<file path="config.mk">
export PLATFORM = sky130hd
export DESIGN_NAME = burst_res_seq
export DESIGN_NICKNAME = d
export VERILOG_FILES = /design/src/rtl/burst_res_seq_pkg.sv /design/src/rtl/burst_trig_edge.sv /design/src/rtl/burst_seg_counter.sv /design/src/rtl/burst_out_stage.sv /design/src/rtl/burst_res_seq.sv
export SDC_FILE = /design/constraint.sdc
export NUM_CORES = 1
export LEC_CHECK = 0
export BUFFER_PORTS_ARGS = -buffer_cell sky130_fd_sc_hd__buf_4
export CAP_MARGIN = 30
export CORE_ASPECT_RATIO = 1.75
export CORE_UTILIZATION = 50
export CTS_BUF_LIST = sky130_fd_sc_hd__clkbuf_8 sky130_fd_sc_hd__clkbuf_16
export CTS_CLUSTER_DIAMETER = 60
export CTS_CLUSTER_SIZE = 12
export DETAILED_ROUTE_END_ITERATION = 8
export PLACE_DENSITY = 0.79
export SLEW_MARGIN = 20
export SYNTH_ARGS = -nofsm -noshare
export SYNTH_HDL_FRONTEND = slang
export SYNTH_SLANG_ARGS = --single-unit
</file>
<file path="constraint.sdc">
create_clock -name clk -period 3.8 [get_ports clk]
set_input_delay 0.38 -clock clk [delete_from_list [all_inputs] [get_ports clk]]
set_output_delay 0.38 -clock clk [all_outputs]
set_load 0.02 [all_outputs]
</file>
<file path="src/rtl/burst_res_seq_pkg.sv">
package burst_res_seq_pkg;

    typedef enum logic [2:0] {
        ST_IDLE      = 3'd0,
        ST_INIT_LOCK = 3'd1,
        ST_READY     = 3'd2,
        ST_ARM       = 3'd3,
        ST_BURST     = 3'd4,
        ST_POST_LOCK = 3'd5
    } seq_state_e;

    function automatic logic is_counting(input seq_state_e st);
        return (st == ST_INIT_LOCK) || (st == ST_BURST) || (st == ST_POST_LOCK);
    endfunction

endpackage

</file>
<file path="src/rtl/burst_trig_edge.sv">
module burst_trig_edge (
    input  logic clk,
    input  logic rst_n,
    input  logic trig_in,
    output logic trig_rise
);
    logic trig_q;

    always_ff @(posedge clk) begin
        if (!rst_n) trig_q <= 1'b0;
        else        trig_q <= trig_in;
    end

    // A rise is a high sample following a low sample
    assign trig_rise = trig_in & ~trig_q;
endmodule

</file>
<file path="src/rtl/burst_seg_counter.sv">
module burst_seg_counter #(
    parameter int CNT_W = 18,
    parameter int LOG_W = 5
) (
    input  logic             clk,
    input  logic             rst_n,
    input  logic             clr,
    input  logic             inc,
    input  logic [LOG_W-1:0] len_log,
    output logic [CNT_W-1:0] cnt,
    output logic             last
);
    localparam logic [CNT_W:0] ONE = (CNT_W+1)'(1);

    logic [CNT_W:0] span;

    always_ff @(posedge clk) begin
        if (!rst_n)   cnt <= '0;
        else if (clr) cnt <= '0;
        else if (inc) cnt <= cnt + CNT_W'(1);
    end

    // Terminal count is 2^len_log - 1
    always_comb begin
        span = (ONE << len_log) - ONE;
        last = ({1'b0, cnt} == span);
    end
endmodule

</file>
<file path="src/rtl/burst_out_stage.sv">
module burst_out_stage #(
    parameter int DATA_W = 12,
    parameter int LOW_W  = 4
) (
    input  logic              clk,
    input  logic              rst_n,
    input  logic              sel_full,
    input  logic              sel_hres,
    input  logic              sel_trdy,
    input  logic [DATA_W-1:0] din,
    output logic [DATA_W-1:0] dout,
    output logic              trdy,
    output logic              hres
);
    localparam int HIGH_W = DATA_W - LOW_W;

    logic [DATA_W-1:0] word_nx;

    always_comb begin
        if (sel_full) word_nx = din;
        else          word_nx = {din[DATA_W-1 -: HIGH_W], {LOW_W{1'b0}}};
    end

    always_ff @(posedge clk) begin
        if (!rst_n) begin
            dout <= '0;
            trdy <= 1'b0;
            hres <= 1'b0;
        end else begin
            dout <= word_nx;
            trdy <= sel_trdy;
            hres <= sel_hres;
        end
    end

    // A ready flag coinciding with a burst word is the auto pulse: one cycle only
    assert_auto_trdy_pulse_R9: assert property (@(posedge clk) disable iff (!rst_n)
        (trdy && hres) |=> !trdy);

    // Reduced-resolution words never carry low bits
    assert_low_bits_cleared_R3: assert property (@(posedge clk) disable iff (!rst_n)
        (!sel_full) |=> (dout[LOW_W-1:0] == '0));
endmodule

</file>
<file path="src/rtl/burst_res_seq.sv">
module burst_res_seq
    import burst_res_seq_pkg::*;
#(
    parameter int DATA_W   = 12,
    parameter int LOW_W    = 4,
    parameter int N_W      = 4,
    parameter int INIT_LOG = 13
) (
    input  logic              clk,
    input  logic              rst_n,
    input  logic              burst_en,
    input  logic              auto_trig,
    input  logic [N_W-1:0]    n_exp,
    input  logic              trig_in,
    input  logic [DATA_W-1:0] din,
    output logic [DATA_W-1:0] dout,
    output logic              trdy,
    output logic              hres
);
    localparam int POST_OFS = 3;
    localparam int N_MAX    = (2 ** N_W) - 1 + POST_OFS;
    localparam int MAX_LOG  = (INIT_LOG > N_MAX) ? INIT_LOG : N_MAX;
    localparam int CNT_W    = MAX_LOG;
    localparam int LOG_W    = $clog2(MAX_LOG + 1);

    seq_state_e       state, state_nx;
    logic             trig_rise;
    logic [N_W-1:0]   n_cur;
    logic [LOG_W-1:0] len_log;
    logic [CNT_W-1:0] cnt;
    logic             cnt_last;
    logic             seg_clr;
    logic             sel_full, sel_hres, sel_trdy;

    burst_trig_edge u_edge (
        .clk       (clk),
        .rst_n     (rst_n),
        .trig_in   (trig_in),
        .trig_rise (trig_rise)
    );

    // State register
    always_ff @(posedge clk) begin
        if (!rst_n) state <= ST_IDLE;
        else        state <= state_nx;
    end

    // Next-state logic
    always_comb begin
        state_nx = state;
        unique case (state)
            ST_IDLE:      if (burst_en) state_nx = ST_INIT_LOCK;
            ST_INIT_LOCK: if (cnt_last) state_nx = auto_trig ? ST_BURST : ST_READY;
            ST_READY: begin
                if (auto_trig)      state_nx = ST_BURST;
                else if (trig_rise) state_nx = ST_ARM;
            end
            ST_ARM:       state_nx = ST_BURST;
            ST_BURST:     if (cnt_last) state_nx = ST_POST_LOCK;
            ST_POST_LOCK: if (cnt_last) state_nx = auto_trig ? ST_BURST : ST_READY;
            default:      state_nx = ST_IDLE;
        endcase
        if (!burst_en) state_nx = ST_IDLE;
    end

    assign seg_clr = (state_nx != state);

    // Exponent is captured on entry to a burst and on entry to a lockout
    always_ff @(posedge clk) begin
        if (!rst_n) begin
            n_cur <= '0;
        end else if (seg_clr && (state_nx == ST_BURST || state_nx == ST_POST_LOCK)) begin
            n_cur <= n_exp;
        end
    end

    // Segment length selection
    always_comb begin
        unique case (state)
            ST_INIT_LOCK: len_log = LOG_W'(INIT_LOG);
            ST_BURST:     len_log = LOG_W'(n_cur);
            ST_POST_LOCK: len_log = LOG_W'(n_cur) + LOG_W'(POST_OFS);
            default:      len_log = '0;
        endcase
    end

    burst_seg_counter #(
        .CNT_W (CNT_W),
        .LOG_W (LOG_W)
    ) u_cnt (
        .clk     (clk),
        .rst_n   (rst_n),
        .clr     (seg_clr),
        .inc     (is_counting(state)),
        .len_log (len_log),
        .cnt     (cnt),
        .last    (cnt_last)
    );

    // Output selection per state
    always_comb begin
        sel_full = 1'b0;
        sel_hres = 1'b0;
        sel_trdy = 1'b0;
        unique case (state)
            ST_IDLE:  sel_full = 1'b1;
            ST_READY: sel_trdy = 1'b1;
            ST_BURST: begin
                sel_full = 1'b1;
                sel_hres = 1'b1;
                sel_trdy = auto_trig && (cnt == '0);
            end
            default: ;
        endcase
    end

    burst_out_stage #(
        .DATA_W (DATA_W),
        .LOW_W  (LOW_W)
    ) u_out (
        .clk      (clk),
        .rst_n    (rst_n),
        .sel_full (sel_full),
        .sel_hres (sel_hres),
        .sel_trdy (sel_trdy),
        .din      (din),
        .dout     (dout),
        .trdy     (trdy),
        .hres     (hres)
    );

    assert_idle_on_disable_R2: assert property (@(posedge clk) disable iff (!rst_n)
        (!burst_en) |=> (state == ST_IDLE));

    assert_init_ignores_trigger_R3: assert property (@(posedge clk) disable iff (!rst_n)
        (state == ST_INIT_LOCK && !cnt_last && burst_en) |=> (state == ST_INIT_LOCK));

    assert_edge_arms_R4: assert property (@(posedge clk) disable iff (!rst_n)
        (state == ST_READY && burst_en && !auto_trig && trig_rise) |=> (state == ST_ARM));

    assert_arm_delay_R5: assert property (@(posedge clk) disable iff (!rst_n)
        (state == ST_ARM && burst_en) |=> (state == ST_BURST && cnt == '0));

    assert_post_ignores_trigger_R7: assert property (@(posedge clk) disable iff (!rst_n)
        (state == ST_POST_LOCK && !cnt_last && burst_en) |=> (state == ST_POST_LOCK));

    assert_exp_held_in_burst_R10: assert property (@(posedge clk) disable iff (!rst_n)
        (state == ST_BURST && !cnt_last) |=> $stable(n_cur));

    assert_auto_never_ready_R8: assert property (@(posedge clk) disable iff (!rst_n)
        (state == ST_POST_LOCK && cnt_last && burst_en && auto_trig) |=> (state == ST_BURST));
endmodule

</file>
Word-level counts from Yosys, hierarchy flattened
Index checks and enable logic that the tools add are counted.
Widths: inputs -> output; s select.
- bits in registers: 40
- bits of input ports: 21
- output and inout port bits: 14
- logic and storage cells: 46
- add/sub/neg operators: 3
- equality and inequality tests: 9
- shifts and indexed selects: 1
- muxes and demuxes: 11
- bitwise logic cells: 3
- reduce and logical (&&, ||, !) cells: 11
- operator list (kind ; number):
    $eq 18x19->1 ; 1
    $shl 1x5->19 const A ; 1
    $sub 19x1->19 const B ; 1
    $add 18x1->18 const B ; 1
    $logic_not 18->1 ; 1
    $mux 3 ; 6
    $pmux 3 s5 ; 1
    $pmux 5 s3 ; 1
    $eq 3x3->1 const B ; 4
    $eq 3x2->1 const B ; 2
    $reduce_or 2->1 ; 3
    $add 4x2->5 const B ; 1
    $eq 3x1->1 const B ; 1
    $logic_not 3->1 ; 1
    $logic_or 1x1->1 ; 3
    $ne 3x3->1 ; 1
    $logic_and 1x1->1 ; 2
    $mux 1 ; 2
    $not 1->1 ; 2
    $pmux 1 s2 ; 1
    $reduce_and 2->1 ; 1
    $and 1x1->1 ; 1

Depth between registers and ports, before layout
- depth in word-level cells: 11
- gate-level depth with buffers: 20
- depth with buffers taken out: 16

Modules after synthesis
From an unflattened synthesis, not the netlist that was laid out.
- cell total of the unflattened synthesis: 299
- area, all modules: 2409.8 um^2
- by module, submodules not included (module ; times used ; cells each ; area an instance (um^2) ; sequential area each (um^2)):
    burst_seg_counter ; 1 ; 181 ; 1386.3 ; 360.3
    burst_res_seq ; 1 ; 86 ; 591.8 ; 140.1
    burst_out_stage ; 1 ; 29 ; 391.6 ; 280.3
    burst_trig_edge ; 1 ; 3 ; 40.0 ; 20.0

Worst setup path before layout
No wires, ideal clock.
- path kind: register to register
- from: reg n_cur[0]
- to: reg u_cnt.cnt[4]
- library setup time: 115 ps
- data arrival time: 3894 ps
- data required time: 3685 ps
- slack: -210 ps
- cell stages (with the launch flop): 19
- path buffers: 3
- period minus slack after synthesis: 4010 ps
- cell sequence: dfxtp_1 > buf_2 > inv_1 > ha_1 > mux2_4 > a32o_2 > a211oi_2 > nand2_1 > ha_1 > inv_1 > clkbuf_1 > o2111ai_1 > a21boi_1 > xor2_1 > o41ai_2 > nand3_1 > o211ai_2 > buf_4 > nor2_1
- longest elaborated chain between the ends: 10
- elaborated cells between the ends (all ways): 11
- classes of those cells: 2 x add/sub; 2 x eq/ne; 1 x shift; 5 x mux; 1 x reduce/logical
- ends and longest elaborated chain (what ; line ; text):
    start, declared ; burst_res_seq.sv:28 ; logic [N_W-1:0] n_cur;
    start signal, assigned ; burst_res_seq.sv:73 ; n_cur <= n_exp;
    $add 4x2->5 ; burst_res_seq.sv:82 ; ST_POST_LOCK: len_log = LOG_W'(n_cur) + LOG_W'(POST_OFS);
    $pmux 5 s3 * ; burst_res_seq.sv:79 ; unique case (state)
    $shl 1x5->19 * ; burst_seg_counter.sv:25 ; span = (ONE << len_log) - ONE;
    $sub 19x1->19 * ; burst_seg_counter.sv:25 ;
    $eq 18x19->1 * ; burst_seg_counter.sv:26 ; last = ({1'b0, cnt} == span);
    $mux 3 (on tied branches) ; burst_res_seq.sv:53, burst_res_seq.sv:60, burst_res_seq.sv:59 ;
    $pmux 3 s5 * ; burst_res_seq.sv:51 ; unique case (state)
    $mux 3 * ; burst_res_seq.sv:63 ; if (!burst_en) state_nx = ST_IDLE;
    $ne 3x3->1 * ; burst_res_seq.sv:66 ; assign seg_clr = (state_nx != state);
    $reduce_or 2->1 (no source line) * ; -- ;
    end signal, assigned ; burst_seg_counter.sv:20 ; else if (inc) cnt <= cnt + CNT_W'(1);
    end, declared ; burst_seg_counter.sv:10 ; output logic [CNT_W-1:0] cnt,
Every way passes the cells marked *; elsewhere a longest branch is shown, timed or not.
A chain may end at the register's enable or synchronous reset.

Final worst setup path
- from: reg n_cur[1]
- to: reg n_cur[1]
- longest elaborated chain between the ends: 11
- elaborated cells between the ends (all ways): 14
- classes of those cells: 2 x add/sub; 4 x eq/ne; 1 x shift; 5 x mux; 2 x reduce/logical
- ends and longest elaborated chain (what ; line ; text):
    $add 4x2->5 ; burst_res_seq.sv:82 ;
    $pmux 5 s3 * ; burst_res_seq.sv:79 ;
    $shl 1x5->19 * ; burst_seg_counter.sv:25 ;
    $sub 19x1->19 * ; burst_seg_counter.sv:25 ;
    $eq 18x19->1 * ; burst_seg_counter.sv:26 ;
    $mux 3 (on tied branches) ; burst_res_seq.sv:53, burst_res_seq.sv:60, burst_res_seq.sv:59 ;
    $pmux 3 s5 * ; burst_res_seq.sv:51 ;
    $mux 3 * ; burst_res_seq.sv:63 ;
    $eq 3x3->1 ; burst_res_seq.sv:72 ; end else if (seg_clr && (state_nx == ST_BURST || state_nx == ST_POST_LOCK)) begin
    $logic_or 1x1->1 ; burst_res_seq.sv:72 ;
    $logic_and 1x1->1 * ; burst_res_seq.sv:72 ;
Marked as above.

==> results.md <==
- Number of DRC markers in iteration 0: 129
- Rel. slew slack: 51.8%
- Synth top area share: 28.8%
- Final WL: 8.33 mm
- Clock Sinks: 40
- Port Buf Inserts: 34
- Yosys reg bits: 40
- Cell row count: 35
- RSZ-0062 raised after global routing: yes
- Reg-to-Reg Start: n_cur[1]
- Yosys top cell by area: dfxtp_1
- Leak: between 1 and 1.5 nW
- Vias per cell: 6.15
- Setup crit start kind: flip-flop
- Setup TNS: 0 ps
- Die area: ~6000 sq um
- Cells after Synth: about 350
- CTS tree: built
- Worst Hold Path EP: u_out.dout[2]
- Slew Limit Fails: 0
- Initial Util: 52.4%
- Synth top area cells: dfxtp_1, nor2_1, xnor2_1, and2_1, nand2_1
- F_max: ~270 MHz
- FF-to-FF setup slack: 70 ps
- FFs w/ async S/R, synth: 0%
- Final setup vio count: 0
- Critical Path Sink Type: flip-flop
- First-pass GRT wire length: 12.5 mm
- Main synth FF type: dfxtp_1
- Crit share post-route: 98.1%
- Worst r2r dst: n_cur[1]
- Vias in the first global route: 2686
- Die Wd: roughly 58 microns
- Max IR drop VDD: 0.196 mV
- Syn Area/Cell: 8.01 sq um
- P per Cell Area: 288 nW/um^2
- CORE AREA: ~5300 sq um
- Final min period: 3730 ps
- Routed Antenna Nets: 0
- Area grow syn2layout: 28.6%
- Post-synth EDFFs: 0
- Critical path class: reg -> reg
- Endpoints failing hold: 0
- First-pass iteration count of the detailed router: 4
- GP Congestion: 0.981
- Worst slew pin tran: 719 ps
- Vias: a little under 3000
- Yosys cell types: between 60 and 70
- Min-delay worst type: in -> reg
- H-Tree Depth: 2
- Die Y: 101 microns
- Critical path arrival: slightly below 4000 ps
- Sequential-to-total area share from yosys stat: 28.8%
- Hold Path Depth: 2
- Pre-CTS WS: -61.8 ps
- DR WL/cell: 17.5 microns
- Worst R2R Path Depth: 17
- Clock Skew: 6.27 ps
- Outcome: completed
- Clk root buf: clkbuf_8
- Top Ports: 35
- Total CTS buffers: 5
- CTS Hold Bufs: 0
- Worst EP required: 4010 ps
- DRC: 0
- Antenna violations before repair: 0
- Pin count of the biggest net entering global routing: 22
- ANT cells: 0
- Post-route setup slack: 72.9 ps
- Critical Path Fanout Max: 5
- GRT overflow: 0
- Share of post-route cells with drive strength above 1: 28.9%
- Max-cap violations: 0
- Clock latency on the worst-skew pair: around 290 ps
- Syn Nets: roughly 370
- CTS clk-pin slew, worst paths: roughly 70 ps
- Gr usage total: 28.0%
- Clock Path Buffers: 2
- Hold Path Origin: din[2]
- Syn. warnings: 0
- Syn Std Cell Area: around 2800 sq um
- Final layout net count: between 400 and 500
- Post-DP HPWL: 6.11 mm
==> synthesized netlist by cell type, drive strengths merged (2+ instances only) <==
cell,number
o32ai,3
o21ai,11
a21oi,9
o211ai,5
dfxtp,40
and3,5
o21a,3
ha,4
a311oi,2
or4,2
nor3,9
nor2,37
a211oi,8
a2111oi,3
clkbuf,11
inv,13
nor3b,3
nand2,26
o2111ai,5
nand3,18
nor4,11
o41ai,2
mux2,4
nand2b,3
a41oi,2
mux2i,9
a21o,4
nor2b,5
or3,6
and2,16
xnor2,14
o31ai,2
xor2,9
nand4,11
nand3b,2
buf,13
==> where the power goes <==
| part | switching [W] | internal (W) |
|---|---|---|
| sequential | 0.00000385 | 0.000427 |
| combinational | 0.000102 | 0.0000910 |
| clock | 0.000146 | 0.000258 |
==> worst max path at each step <==
| stage | from | to | slack, ps | cells past startpoint |
|---|---|---|---|---|
| 2_1_floorplan | n_cur[1] | u_cnt.cnt[4] | 30 | 18 |
| 3_3_place_gp | n_cur[0] | n_cur[1] | 20 | 16 |
| 3_5_place_dp | n_cur[0] | n_cur[1] | -60 | 16 |
| 4_1_cts | n_cur[0] | n_cur[1] | 10 | 16 |
| 5_1_grt | n_cur[1] | n_cur[0] | -60 | 17 |
| 6_report | n_cur[1] | n_cur[1] | 70 | 17 |
==> logic make-up (layout without fill, tap and decap cells) <==
logic type               count (synthesis)  in the layout  share of synthesized area (%)
XOR/XNOR                                23             23                           7.25
AND/OR/NAND/NOR                        157            157                           29.1
multiplexers                            13             13                           5.00
flip-flops                              40             40                           28.8
AO/OA/AOI/OAI                           73             73                           22.0
adder cells (fa/ha/maj)                  4              4                           1.80
buffers and inverters                   37             91                           6.03
==> cells in the final DEF, fill, tap and decap left out, types with 3 or more instances in the layout <==
cell,Yosys,layout
a211oi_1,5,3
o211ai_1,4,4
nand3_1,18,17
or3_1,6,6
clkbuf_8,0,5
inv_1,13,10
o2111ai_1,5,4
o21ai_0,8,8
a211oi_2,3,5
mux2i_1,9,8
nand2_1,26,26
mux2_2,3,3
xor2_1,9,8
and2_1,16,16
buf_4,3,68
nor2b_1,5,5
a21oi_1,9,8
dfxtp_1,40,38
o21a_1,3,3
nor2_1,36,36
nand2b_1,3,3
nor3_1,9,8
nand4_1,11,11
a21o_1,4,4
xnor2_1,14,14
and3_1,5,5
nor4_1,11,10
nor3b_1,3,3
==> layer usage <==
layer | routed length, microns | track usage [%] | part of all wire [%] | vias up
met3 | 430 | 4.24 | 5.2 | 52
met2 | 4250 | 49.5 | 51 | 133
met4 | 680 | 23.1 | 8.2 | 0
met5 | 0 | 0 | 0 | -
met1 | 2970 | 27.8 | 36 | 1362
li1 | - | - | - | 1372
==> state kept, by name, summed over array words and instances, names as in the netlist <==
name	flops
u_out.dout	12
u_edge.trig_q	1
u_out.hres	1
state	3
u_cnt.cnt	18
n_cur	4
u_out.trdy	1
==> layout make-up <==
| type | instances | area, sq um |
|---|---|---|
| sequential | 40 | 803 |
| clock inverter | 2 | 60.1 |
| clock buffer | 5 | 68.8 |
| inverter | 13 | 53.8 |
| timing repair buffer | 71 | 553 |
| multi-input combinational | 270 | 1940 |
| tap | 74 | 92.6 |
| fill | 450 | 1720 |
==> critical path, stage by stage, from the launching register on <==
cell and delay (ps):
dfxtp_2 340, inv_2 50, ha_4 170, mux2_4 270, a32o_2 260, a211oi_2 250
nand2_1 130, ha_4 210, buf_6 140, xor2_2 160, or2_4 250, mux2i_4 140
o22ai_2 110, a2111oi_4 390, nand4_1 200, a211oi_2 210, buf_4 170, mux2i_1 200
==> through the flow <==
stage	instances	power [W]	hold WS [ps]	utilization (%)	area (sq um)
after floorplan	347	0.000540	456	-	2800
after global placement	461	0.000603	549	61.5	3260
after detailed placement	461	0.000606	537	61.5	3260
after CTS	468	0.00101	284	63.9	3390
after global routing	475	0.00107	279	67.5	3570
final	475	0.00103	288	67.5	3570
==> repair_timing <==
action                                  in CTS  in global routing
buffers inserted                             0                  7
endpoints found under the setup margin      23                 25
pin swaps                                    0                 16
gates resized for setup                      1                 29
Power figures use the tool's default switching activity.
